[config.mk]
export PLATFORM = sky130hd
export DESIGN_NAME = wf_route_sel
export DESIGN_NICKNAME = d
export VERILOG_FILES = /design/src/rtl/wf_route_pkg.sv /design/src/rtl/wf_productive.sv /design/src/rtl/wf_pick.sv /design/src/rtl/wf_route_sel.sv
export SDC_FILE = /design/constraint.sdc
export NUM_CORES = 1
export LEC_CHECK = 0
export BUFFER_PORTS_ARGS = -buffer_cell sky130_fd_sc_hd__buf_2
export CORE_AREA = 8 8 45 47
export DETAILED_ROUTE_END_ITERATION = 6
export DIE_AREA = 0 0 53 55
export GPL_TIMING_DRIVEN = 0
export PLACE_DENSITY = 0.48
export SYNTH_ARGS = -nofsm -noshare
export SYNTH_HDL_FRONTEND = slang
export SYNTH_SLANG_ARGS = --single-unit
[constraint.sdc]
create_clock -name vclk -period 1.2
set_clock_uncertainty 0.05 [all_clocks]
set_input_delay 0.06 -clock vclk [all_inputs]
set_output_delay 0.06 -clock vclk [all_outputs]
set_load 0.02 [all_outputs]
[src/rtl/wf_route_pkg.sv]
package wf_route_pkg;
    localparam int NLINK = 4;
    localparam int NSEL  = NLINK + 1;
    // link indices (flag vectors)
    localparam int LK_W = 0;
    localparam int LK_E = 1;
    localparam int LK_N = 2;
    localparam int LK_S = 3;
    // output selection bit for local delivery; link i maps to bit i+1
    localparam int SEL_LOCAL = 0;
    localparam logic [NLINK-1:0] X_LINKS = 4'b0011;
    localparam logic [NLINK-1:0] Y_LINKS = 4'b1100;
endpackage

[src/rtl/wf_productive.sv]
module wf_productive
    import wf_route_pkg::*;
#(
    parameter int OFS_W = 8
) (
    input  logic signed [OFS_W-1:0] dx_i,
    input  logic signed [OFS_W-1:0] dy_i,
    output logic                    at_dest_o,
    output logic [NLINK-1:0]        prod_o
);
    logic west_phase;

    always_comb begin
        west_phase   = (dx_i < 0);
        at_dest_o    = (dx_i == 0) && (dy_i == 0);
        prod_o       = '0;
        prod_o[LK_W] = west_phase;
        prod_o[LK_E] = (dx_i > 0);
        // Y travel only once westward movement is finished
        prod_o[LK_N] = !west_phase && (dy_i > 0);
        prod_o[LK_S] = !west_phase && (dy_i < 0);
    end
endmodule

[src/rtl/wf_pick.sv]
module wf_pick
    import wf_route_pkg::*;
(
    input  logic [NLINK-1:0] prod_i,
    input  logic [NLINK-1:0] busy_i,
    input  logic [NLINK-1:0] fail_i,
    output logic [NLINK-1:0] grant_o,
    output logic             blocked_o
);
    logic [NLINK-1:0] usable;
    logic [NLINK-1:0] free;
    logic [NLINK-1:0] x_mask;
    logic [NLINK-1:0] y_mask;
    logic             x_free;
    logic             y_free;

    for (genvar i = 0; i < NLINK; i++) begin : g_link
        assign usable[i] = prod_i[i] & ~fail_i[i];
        assign free[i]   = usable[i] & ~busy_i[i];
    end

    always_comb begin
        x_mask    = usable & X_LINKS;
        y_mask    = usable & Y_LINKS;
        x_free    = |(free & X_LINKS);
        y_free    = |(free & Y_LINKS);
        grant_o   = '0;
        blocked_o = 1'b0;
        if (x_mask == '0 && y_mask == '0) begin
            blocked_o = |prod_i;
        end else if (y_mask == '0) begin
            grant_o = x_mask;
        end else if (x_mask == '0) begin
            grant_o = y_mask;
        end else if (x_free == y_free) begin
            grant_o = x_mask;          // tie: prefer the X dimension
        end else begin
            grant_o = x_free ? x_mask : y_mask;
        end
    end
endmodule

[src/rtl/wf_route_sel.sv]
module wf_route_sel
    import wf_route_pkg::*;
#(
    parameter int OFS_W = 8
) (
    input  logic signed [OFS_W-1:0] dx,
    input  logic signed [OFS_W-1:0] dy,
    input  logic [3:0]              link_busy,
    input  logic [3:0]              link_failed,
    output logic [4:0]              port_sel,
    output logic                    unroutable
);
    logic             at_dest;
    logic [NLINK-1:0] prod;
    logic [NLINK-1:0] grant;
    logic             blocked;

    wf_productive #(.OFS_W(OFS_W)) u_prod (
        .dx_i      (dx),
        .dy_i      (dy),
        .at_dest_o (at_dest),
        .prod_o    (prod)
    );

    wf_pick u_pick (
        .prod_i    (prod),
        .busy_i    (link_busy),
        .fail_i    (link_failed),
        .grant_o   (grant),
        .blocked_o (blocked)
    );

    always_comb begin
        port_sel   = '0;
        unroutable = 1'b0;
        if (at_dest) begin
            port_sel[SEL_LOCAL] = 1'b1;
        end else begin
            port_sel[NSEL-1:1] = grant;
            unroutable         = blocked;
        end
    end

    always_comb begin
        a_r11_onehot: assert (unroutable ? (port_sel == '0) : $onehot(port_sel))
            else $error("R11 selection not one-hot");
        if (dx == 0 && dy == 0)
            a_r1_local: assert (port_sel == 5'b00001 && !unroutable)
                else $error("R1 local delivery");
        if (dx < 0 && !unroutable)
            a_r2_west_first: assert (port_sel == 5'b00010)
                else $error("R2 west first");
        if (!unroutable && port_sel != '0)
            a_r9_no_failed_pick: assert ((port_sel[4:1] & link_failed) == '0)
                else $error("R9 failed link chosen");
        if (dx >= 0)
            a_r4_no_west_later: assert (port_sel[1] == 1'b0)
                else $error("R4 west turn after leaving west phase");
    end
endmodule

==> run metrics <==
outcome complete, but fails checks; failing checks negative setup slack; P_leak 0.208 nW; Internal 0.0000669 W; fin nets 81; slowest stage delay, CP 0.55 ns; Die Footprint 2920 µm²; Max FO, Critical Path 3; Net Switching 0.0000590 W; DRC Markers 0; CP startpoint kind primary input; die height 55 µm; slowest CP cell or4_4; Slew HR 75.8%; Most common cell on crit path buf_6; synthesized area 156 µm²; Fin. Hold Viols 0; Post-Syn Area per Cell 6.52 µm²; Total Routing Usage GR 5.89%; Slew Limit Fails 0; Post-Synthesis Cells 24; WS Path Type primary input to primary output; hold slack final 0.456 ns; Worst Slack Setup Final -0.251 ns; Crit. End Element primary output; Chip Width 53 µm; clock buf count 0; Starting Density 11.3%; sequential power share 0%; count of cell types in the netlist 17; CP Cell Sequence buf_6 > or4_4 > o21ai_4 > nor3_2 > o31a_1 > buf_6; Register Area 0 µm²; CP top delay family simple AND/OR/NAND/NOR gates; DR WL/cell 12.4 µm; vias in the first global route 354; Mapped Nets 48; overall power 0.000126 W; Final setup viols 5; CTS Hold Bufs 0; seq_cells 0; crit path DAT 1.34 ns; routed wire length 878 µm; Vias 296; DR iter-0 viols 2; RSZ-0062 raised after global routing yes; I/O pins 30; share of power burned in the clock network 0%; final period utilization 121%; Core Footprint 1380 µm²; Area Overhead vs Synth 170%; DR pass1 iterations 4; DP Worst Slack -0.343 ns; row count 14; number of antenna violations at the first check in global routing 0; yosys warns 0; antenna viol nets, final 0; maximum vdd drop 0.0000940 V; worst min-delay path category primary input to primary output; Vias/cell 4.17; sw frac 46.9%; layout cells sized above 1 76.4%; largest net degree at the start of global routing 6; WP buf/inv 2; P per Cell Area 298 nW/µm²; Final Critical Period 1.45 ns; first-pass GRT wire length 1.37 mm; fmax 689 MHz; HPWL Detailed 766 µm; GP Congestion 0.644; Logic pwr share 100.0%; Seq/Total Area, Yosys 0%; Slew @ Worst Pin 0.360 ns; number of buffers added on ports 30; Data required, critical path 1.09 ns; Congestion Overflow GR 0; antenna cells 0; maximum capacitance violations 0
==> metrics by stage <==
stage | TNS, ns | utilization [%] | instances | instance area, µm²
2_1_floorplan | -0.229 | - | 24 | 175
3_3_place_gp | -1.28 | 25.0 | 70 | 345
3_5_place_dp | -1.32 | 25.0 | 70 | 345
4_1_cts | -0.803 | 29.7 | 71 | 412
5_1_grt | -1.05 | 30.6 | 71 | 423
6_report | -0.781 | 30.6 | 71 | 423
==> synthesized netlist by cell type, drive strengths merged (2+ instances only) <==
cell	n	area share [%]
nand2	2	4.8
nand2b	2	8.0
nor2	2	4.8
nor3	3	9.6
nor4	2	8.0
o21ai	2	11
or4	2	12
==> cell families after synthesis <==
family | synth area share [%]
AO/OA/AOI/OAI | 35.2
buffers and inverters | 7.20
AND/OR/NAND/NOR | 57.6
==> area by class of cell <==
type                            count  area [µm²]
Multi-Input combinational cell     22         214
Tap cell                           16        20.0
Fill cell                         167         961
Inverter                            1        3.75
Buffer                              1        7.51
Timing Repair Buffer               31         178
==> final timing paths <==
path / from / end / slack (ns) / depth (start not counted)
max: dy[6] / port_sel[4] / -0.25 / 6
min: link_failed[3] / port_sel[4] / 0.46 / 4
==> power by group through the flow <==
stage | logic [W] | registers [W] | clock network, W
2_1_floorplan | 0.0000473 | 0 | 0
3_3_place_gp | 0.000101 | 0 | 0
3_5_place_dp | 0.000103 | 0 | 0
4_1_cts | 0.000123 | 0 | 0
5_1_grt | 0.000137 | 0 | 0
6_report | 0.000126 | 0 | 0
==> worst min-delay path, cell delays in order <==
cell     delay, ns
buf_2         0.10
nor3b_4       0.05
o31a_1        0.11
buf_6         0.13
==> metal layers <==
| metal | GRT usage [%] | part of all wire, % |
|---|---|---|
| met1 | 6.33 | 37 |
| met2 | 11.3 | 50 |
| met3 | 2.14 | 13 |
| met4 | 0 | 0 |
| met5 | 0 | 0 |
==> cells in the final DEF, fill, tap and decap left out <==
cell type / instances
a211o_1: 1
a21o_1: 1
a21oi_1: 1
buf_2: 25
buf_4: 5
buf_6: 2
inv_1: 1
nand2_1: 2
nand2b_1: 2
nor2_1: 2
nor3_1: 1
nor3_2: 2
nor3b_4: 1
nor4_2: 1
nor4_4: 1
nor4b_4: 1
o21ai_2: 1
o21ai_4: 1
o21bai_1: 1
o31a_1: 1
or4_4: 2
==> timing repair <==
item | CTS | global route
buffers inserted | 1 | 0
pin swaps | 4 | 2
hold endpoints to repair | 0 | 0
resized for setup | 12 | 2
setup endpoints to repair | 5 | 5
Power figures use the tool's default switching activity.
